===== config.mk =====
export PLATFORM = sky130hd
export DESIGN_NAME = tft_ctl_pulse_gen
export DESIGN_NICKNAME = d
export VERILOG_FILES = /design/src/rtl/tft_ctl_pkg.sv /design/src/rtl/tft_ctl_regs.sv /design/src/rtl/tft_line_timer.sv /design/src/rtl/tft_pulse_win.sv /design/src/rtl/tft_ctl_pulse_gen.sv
export SDC_FILE = /design/constraint.sdc
export NUM_CORES = 1
export LEC_CHECK = 0
export BUFFER_PORTS_ARGS = -buffer_cell sky130_fd_sc_hd__buf_2
export CAP_MARGIN = 40
export CORE_MARGIN = 1
export CORE_UTILIZATION = 64
export DETAILED_ROUTE_END_ITERATION = 10
export GPL_TIMING_DRIVEN = 0
export PLACE_DENSITY = 0.88
export SLEW_MARGIN = 20
export SYNTH_ARGS = -nofsm -noshare
export SYNTH_HDL_FRONTEND = slang
export SYNTH_SLANG_ARGS = --single-unit

===== constraint.sdc =====
create_clock -name clk -period 5.6 [get_ports clk]
set_input_delay 0.56 -clock clk [delete_from_list [all_inputs] [get_ports clk]]
set_output_delay 0.56 -clock clk [all_outputs]
set_load 0.02 [all_outputs]

===== src/rtl/tft_ctl_pkg.sv =====
package tft_ctl_pkg;
  localparam int OFS_W    = 10;
  localparam int REG_W    = 32;
  localparam int ADDR_W   = 2;
  localparam int STOP_LSB = 16;
  localparam int N_WIN    = 3;

  typedef struct packed {
    logic [OFS_W-1:0] stop;
    logic [OFS_W-1:0] start;
  } win_t;

  typedef struct packed {
    logic ctl1_prog;
    logic preset;
    logic shift_rise;
    logic swap;
  } mode_t;

  typedef struct packed {
    mode_t mode;
    win_t  frm;
    win_t  c0;
    win_t  c1;
  } cfg_t;

  localparam logic [ADDR_W-1:0] A_MODE = 2'd0;
  localparam logic [ADDR_W-1:0] A_FRM  = 2'd1;
  localparam logic [ADDR_W-1:0] A_C0   = 2'd2;
  localparam logic [ADDR_W-1:0] A_C1   = 2'd3;
endpackage


===== src/rtl/tft_ctl_regs.sv =====
module tft_ctl_regs
  import tft_ctl_pkg::*;
#(
  parameter int DW = REG_W,
  parameter int AW = ADDR_W,
  parameter int SL = STOP_LSB
) (
  input  logic          clk,
  input  logic          rst,
  input  logic          we_i,
  input  logic [AW-1:0] addr_i,
  input  logic [DW-1:0] wdata_i,
  output logic [DW-1:0] rdata_o,
  output cfg_t          cfg_o
);
  localparam int MODE_W = $bits(mode_t);

  cfg_t            cfg_q;
  logic [DW-1:0]   rd_nxt;

  function automatic logic [DW-1:0] win_word(input win_t w);
    logic [DW-1:0] r;
    r = '0;
    r[OFS_W-1:0]   = w.start;
    r[SL +: OFS_W] = w.stop;
    return r;
  endfunction

  function automatic win_t word_win(input logic [DW-1:0] d);
    win_t w;
    w.start = d[OFS_W-1:0];
    w.stop  = d[SL +: OFS_W];
    return w;
  endfunction

  function automatic logic [DW-1:0] used_mask(input logic [AW-1:0] a);
    logic [DW-1:0] m;
    m = '0;
    if (a == A_MODE) m[MODE_W-1:0] = '1;
    else begin
      m[OFS_W-1:0]   = '1;
      m[SL +: OFS_W] = '1;
    end
    return m;
  endfunction

  always_ff @(posedge clk) begin
    if (rst) begin
      cfg_q <= '0;
    end else if (we_i) begin
      case (addr_i)
        A_MODE:  cfg_q.mode <= mode_t'(wdata_i[MODE_W-1:0]);
        A_FRM:   cfg_q.frm  <= word_win(wdata_i);
        A_C0:    cfg_q.c0   <= word_win(wdata_i);
        default: cfg_q.c1   <= word_win(wdata_i);
      endcase
    end
  end

  always_comb begin
    rd_nxt = '0;
    case (addr_i)
      A_MODE:  rd_nxt[MODE_W-1:0] = cfg_q.mode;
      A_FRM:   rd_nxt = win_word(cfg_q.frm);
      A_C0:    rd_nxt = win_word(cfg_q.c0);
      default: rd_nxt = win_word(cfg_q.c1);
    endcase
  end

  always_ff @(posedge clk) begin
    if (rst) rdata_o <= '0;
    else     rdata_o <= rd_nxt;
  end

  assign cfg_o = cfg_q;

  // unused positions of the returned word are always zero
  assert_reserved_zero_R2: assert property (@(posedge clk) disable iff (rst)
    1'b1 |=> ((rdata_o & ~used_mask($past(addr_i))) == '0));
endmodule


===== src/rtl/tft_line_timer.sv =====
module tft_line_timer
  import tft_ctl_pkg::*;
#(
  parameter int CW = OFS_W
) (
  input  logic          clk,
  input  logic          rst,
  input  logic          line_start_i,
  input  logic          frame_start_i,
  input  cfg_t          cfg_i,
  output logic [CW-1:0] cnt_nxt_o,
  output cfg_t          cfg_nxt_o,
  output logic          frame_nxt_o,
  output logic          tog_nxt_o,
  output cfg_t          act_cfg_o
);
  localparam logic [CW-1:0] CNT_MAX = '1;

  logic [CW-1:0] cnt_q;
  cfg_t          act_q;
  logic          frame_q;
  logic          tog_q;

  always_comb begin
    if (line_start_i)           cnt_nxt_o = '0;
    else if (cnt_q == CNT_MAX)  cnt_nxt_o = cnt_q;
    else                        cnt_nxt_o = cnt_q + CW'(1);
    cfg_nxt_o   = line_start_i ? cfg_i         : act_q;
    frame_nxt_o = line_start_i ? frame_start_i : frame_q;
    tog_nxt_o   = line_start_i ? ~tog_q        : tog_q;
  end

  always_ff @(posedge clk) begin
    if (rst) begin
      cnt_q   <= '0;
      act_q   <= '0;
      frame_q <= 1'b0;
      tog_q   <= 1'b0;
    end else begin
      cnt_q   <= cnt_nxt_o;
      act_q   <= cfg_nxt_o;
      frame_q <= frame_nxt_o;
      tog_q   <= tog_nxt_o;
    end
  end

  assign act_cfg_o = act_q;

  assert_cnt_restart_R3: assert property (@(posedge clk) disable iff (rst)
    line_start_i |=> (cnt_q == '0));

  assert_shadow_hold_R11: assert property (@(posedge clk) disable iff (rst)
    !line_start_i |=> $stable(act_q));

  assert_toggle_flip_R7: assert property (@(posedge clk) disable iff (rst)
    line_start_i |=> (tog_q != $past(tog_q)));

  assert_toggle_hold_R7: assert property (@(posedge clk) disable iff (rst)
    !line_start_i |=> $stable(tog_q));
endmodule


===== src/rtl/tft_pulse_win.sv =====
module tft_pulse_win
  import tft_ctl_pkg::*;
#(
  parameter int CW = OFS_W
) (
  input  logic [CW-1:0] cnt_i,
  input  win_t          win_i,
  output logic          hit_o
);
  always_comb hit_o = (cnt_i >= win_i.start) && (cnt_i <= win_i.stop);
endmodule


===== src/rtl/tft_ctl_pulse_gen.sv =====
module tft_ctl_pulse_gen
  import tft_ctl_pkg::*;
#(
  parameter int CW = OFS_W,
  parameter int DW = REG_W,
  parameter int AW = ADDR_W
) (
  input  logic          clk,
  input  logic          rst,
  input  logic          line_start_i,
  input  logic          frame_start_i,
  input  logic          reg_we_i,
  input  logic [AW-1:0] reg_addr_i,
  input  logic [DW-1:0] reg_wdata_i,
  output logic [DW-1:0] reg_rdata_o,
  output logic          ctl0_o,
  output logic          ctl1_o,
  output logic          frame_pulse_o,
  output logic          shift_rise_o
);
  cfg_t          prog_cfg;
  cfg_t          cfg_nxt;
  cfg_t          act_cfg;
  logic [CW-1:0] cnt_nxt;
  logic          frame_nxt;
  logic          tog_nxt;
  win_t          wins [N_WIN];
  logic [N_WIN-1:0] hit;
  logic          c0_raw, c1_raw, fp_raw;

  tft_ctl_regs #(.DW(DW), .AW(AW), .SL(STOP_LSB)) u_regs (
    .clk     (clk),
    .rst     (rst),
    .we_i    (reg_we_i),
    .addr_i  (reg_addr_i),
    .wdata_i (reg_wdata_i),
    .rdata_o (reg_rdata_o),
    .cfg_o   (prog_cfg)
  );

  tft_line_timer #(.CW(CW)) u_timer (
    .clk           (clk),
    .rst           (rst),
    .line_start_i  (line_start_i),
    .frame_start_i (frame_start_i),
    .cfg_i         (prog_cfg),
    .cnt_nxt_o     (cnt_nxt),
    .cfg_nxt_o     (cfg_nxt),
    .frame_nxt_o   (frame_nxt),
    .tog_nxt_o     (tog_nxt),
    .act_cfg_o     (act_cfg)
  );

  assign wins[0] = cfg_nxt.c0;
  assign wins[1] = cfg_nxt.c1;
  assign wins[2] = cfg_nxt.frm;

  for (genvar g = 0; g < N_WIN; g++) begin : g_win
    tft_pulse_win #(.CW(CW)) u_win (
      .cnt_i (cnt_nxt),
      .win_i (wins[g]),
      .hit_o (hit[g])
    );
  end

  always_comb begin
    c0_raw = cfg_nxt.mode.preset & hit[0];
    c1_raw = cfg_nxt.mode.ctl1_prog ? (cfg_nxt.mode.preset & hit[1]) : tog_nxt;
    fp_raw = frame_nxt & hit[2];
  end

  always_ff @(posedge clk) begin
    if (rst) begin
      ctl0_o        <= 1'b0;
      ctl1_o        <= 1'b0;
      frame_pulse_o <= 1'b0;
      shift_rise_o  <= 1'b0;
    end else begin
      ctl0_o        <= cfg_nxt.mode.swap ? c1_raw : c0_raw;
      ctl1_o        <= cfg_nxt.mode.swap ? c0_raw : c1_raw;
      frame_pulse_o <= fp_raw;
      shift_rise_o  <= cfg_nxt.mode.shift_rise;
    end
  end

  assert_preset_off_low_R5: assert property (@(posedge clk) disable iff (rst)
    (!act_cfg.mode.preset && act_cfg.mode.ctl1_prog) |-> (!ctl0_o && !ctl1_o));

  assert_shift_follows_R9: assert property (@(posedge clk) disable iff (rst)
    1'b1 |-> (shift_rise_o == act_cfg.mode.shift_rise));
endmodule


==> impl_metrics.py <==
metrics = {
    "yosys": {
        "synthAdderAreaFrac_pct": 10.21,
        "synth_top_area_share_pct": 43.66,
        "synth_area_um2": 7473,
        "syn_area_per_cell_um2": 9.136,
        "synthArstFlopShare_pct": 0,
        "yosysTopAreaCell": "dfxtp_1",
        "synthTopCellsByArea": "dfxtp_1 44%, ha_1 10%, mux2i_1 8.6%",
        "ys_seq_area_share_pct": 43.66,
        "synth-seq-cells": 163,
        "ys_types": 52,
        "ys_warn_count": 0,
        "muxShareOfSynthArea_pct": 13.48,
        "synth_edf_count": 0,
        "synth-compound-area-share_pct": 10.65,
        "synthCells": 818,
        "synth_top_family_by_area": "simple AND/OR/NAND/NOR gates",
        "synthFlopType": "dfxtp_1",
        "synth-xor-area-share_pct": 0.7032,
        "synth-simple-area-share_pct": 16.94,
    },
    "clock_network": {
        "cts_resized": 0,
        "clock_tree.buffer_depth": 2,
        "root_buffer": "clkbuf_16",
        "postCtsSetupBuffers": 0,
        "ctsHtreeMaxLevel": 4,
        "hold_buffers": 0,
        "cts_buffers": 17,
        "cts_tree": "yes",
        "cts.sinks": 163,
        "insertion_delay_ns": 0.44,
        "path_clk_slew_ns": 0.06,
    },
    "sta": {
        "post-route-period-util_pct": 64.60,
        "rsz0062_at_grt": "false",
        "max_freq_mhz": 276.4,
        "slew_headroom_pct": 45.23,
        "finClkSkew_ns": 0.01254,
        "holdWs_ns": 0.3723,
        "fin_tns_setup_ns": 0,
        "period_minus_slack_ns": 3.617,
        "hold_viol_final": 0,
        "slew_viol_final": 0,
        "finalSetupViolCount": 0,
        "worst_pin_slew_ns": 0.8171,
    },
    "worst_setup_path": {
        "slowest_stage": "nor2_1",
        "crit_fanout": 6,
        "reg2regPathDepth": 12,
        "worst_path_largest_cell_delay_ns": 0.54,
        "cpMostUsedCell": "nor2_1",
        "worstReg2RegEnd": "ctl1_o$_SDFF_PP0_",
        "crit_family": "compound AO/OA/AOI/OAI gates",
        "crit_buf_inv": 0,
        "crit_path_start_kind": "flip-flop",
        "crit_required_ns": 5.94,
        "path_cells": "nand3_1 -> nor3_1 -> a21boi_1 -> nand2_1 -> xor2_1 -> nor2_1 -> ha_1 -> a211oi_1 -> nor2_1 -> o41ai_1 -> o2111ai_1 -> a41oi_1",
        "reg2reg_from": "u_timer.cnt_q[3]$_SDFF_PP0_",
        "crit_arrival_ns": 3.95,
        "crit_type": "reg -> reg",
        "rrSetupSlack_ns": 1.98,
        "end_kind": "flip-flop",
    },
    "pwr": {
        "p_total_uw": 2668,
        "powerDensity_nw_per_um2": 312.2,
        "p_leak_uw": 0.003710,
        "peakVddDrop_mv": 0.3748,
    },
    "layout": {
        "antennaDiodeCount": 0,
        "num-nets-final": 994,
        "drive_gt1_share_pct": 15.88,
        "final_common_cell": "dfxtp_1",
        "area_growth_pct": 14.31,
        "num-fill-cells": 768,
        "most-common-layout-cells": "163 x dfxtp_1, 135 x nand2_1, 103 x nor2_1",
        "final_area_um2": 8543,
        "final-instance-count-excl-fill": 1050,
    },
    "drt": {
        "viasPerCell": 6.311,
        "wl_met3_um": 2368,
        "wirelength_um": 21500,
        "via_count": 6627,
        "dr_wl_met2_um": 9707,
        "drt_iter0_drc": 742,
        "wl_per_cell_um": 20.48,
        "top_layer_used": "met4",
        "route.detailed.drc": 0,
        "m1WireLength_um": 8202,
        "firstDrtPassIters": 5,
        "antenna_left": 0,
    },
    "floorplanning": {
        "start_util_pct": 65.45,
        "die_w_um": 110.1,
        "std_cell_rows": 39,
        "io_pins": 75,
        "dieArea_um2": 12110,
        "die_h_um": 110.1,
        "fp.coreArea_um2": 11420,
    },
    "global_routing": {
        "grt_max_degree": 17,
        "globalRoute.totalOverflow": 0,
        "grt_pass1_wl_um": 32260,
        "grt_pass1_vias": 6263,
        "grt_util_all_layers_pct": 36.87,
        "antenna_found_initial": 0,
    },
    "outcome": {
        "status": "completed",
    },
    "worst_hold_path": {
        "hold-path-endpoint": "u_regs.cfg_o[48]$_SDFFE_PP0P_",
        "hold_path_depth": 3,
        "hp-class": "in -> reg",
        "min_from": "reg_wdata_i[8]",
    },
    "placed_design": {
        "place_area_um2": 7929,
        "dpl.hpwl_um": 14860,
        "gp_congestion": 0.9277,
        "place.detailed.instances": 1018,
        "port-buffer-count": 46,
    },
    "run": {
        "max_cap_viol_count": 0,
    },
}
-- logic make-up (layout without fill, tap and decap cells) --
family,count (synthesis),in the layout
muxes,92,92
adders and majority gates,61,61
AOI/OAI and AO/OA,132,132
xor gates and xnor gates,6,6
DFF,163,163
and+or+nand+nor,299,299
other,1,12
buffers and inverters,64,142
-- worst max-delay path by stage --
stage                                startpoint           endpoint  slack (ns)  cells after the start
floorplan                          line_start_i  ctl0_o$_SDFF_PP0_        2.72                     10
global placement                   line_start_i  ctl0_o$_SDFF_PP0_        1.69                     10
detailed placement                 line_start_i  ctl1_o$_SDFF_PP0_        2.06                     10
CTS                 u_timer.cnt_q[0]$_SDFF_PP0_  ctl1_o$_SDFF_PP0_        2.07                     11
global route        u_timer.cnt_q[0]$_SDFF_PP0_  ctl0_o$_SDFF_PP0_        1.82                     11
finish              u_timer.cnt_q[3]$_SDFF_PP0_  ctl1_o$_SDFF_PP0_        1.98                     12
-- state kept, by name, summed over array words and instances (netlist names) --
signal,flops
ctl0_o,1
u_regs.rdata_o,20
u_timer.tog_q,1
u_timer.cnt_q,10
u_timer.frame_q,1
u_timer.act_cfg_o,64
frame_pulse_o,1
ctl1_o,1
u_regs.cfg_o,64
-- area by class of cell --
type                       count  area [um2]  share of cell area, %
buffer                        60       306.5                  3.588
clock buffer                  23       488.0                  5.712
clock inverter                 9       126.4                  1.479
inverter                       4       15.01                 0.1757
multi-input combinational    602        3935                  46.06
sequential                   163        3263                  38.20
tap                          143       178.9                  2.094
timing repair buffer          46       230.2                  2.695
-- layer usage --
layer / GRT usage, % / up-vias
li1: - / 2961
met1: 45.13 / 3118
met2: 57.95 / 433
met3: 8.524 / 115
met4: 24.48 / 0
met5: 0 / -
-- per-stage QoR --
stage          setup WS (ns)  util (%)
3_3_place_gp           1.692     69.40
6_report               1.983     74.82
5_1_grt                1.824     74.82
2_1_floorplan          2.716         -
3_5_place_dp           2.063     69.44
4_1_cts                2.068     74.82
-- tightest hold or removal path: stages --
cell	delay, ns
buf_2	0.11
nand2_1	0.05
a21oi_1	0.05
-- power by group --
part	switching (uW)	internal (uW)	total, uW
Combinational	160	87.0	247
Clock	468	746	1210
Sequential	19.1	1190	1210
-- cell usage after synthesis (13+ instances only) --
master	number
nand2_1	135
buf_4	13
nor3_1	13
a22oi_1	16
nor2b_1	13
buf_2	20
mux2i_1	64
clkbuf_1	26
mux2_2	22
nor2_1	103
a21oi_1	77
ha_1	61
dfxtp_1	163
Power figures use the tool's default switching activity.
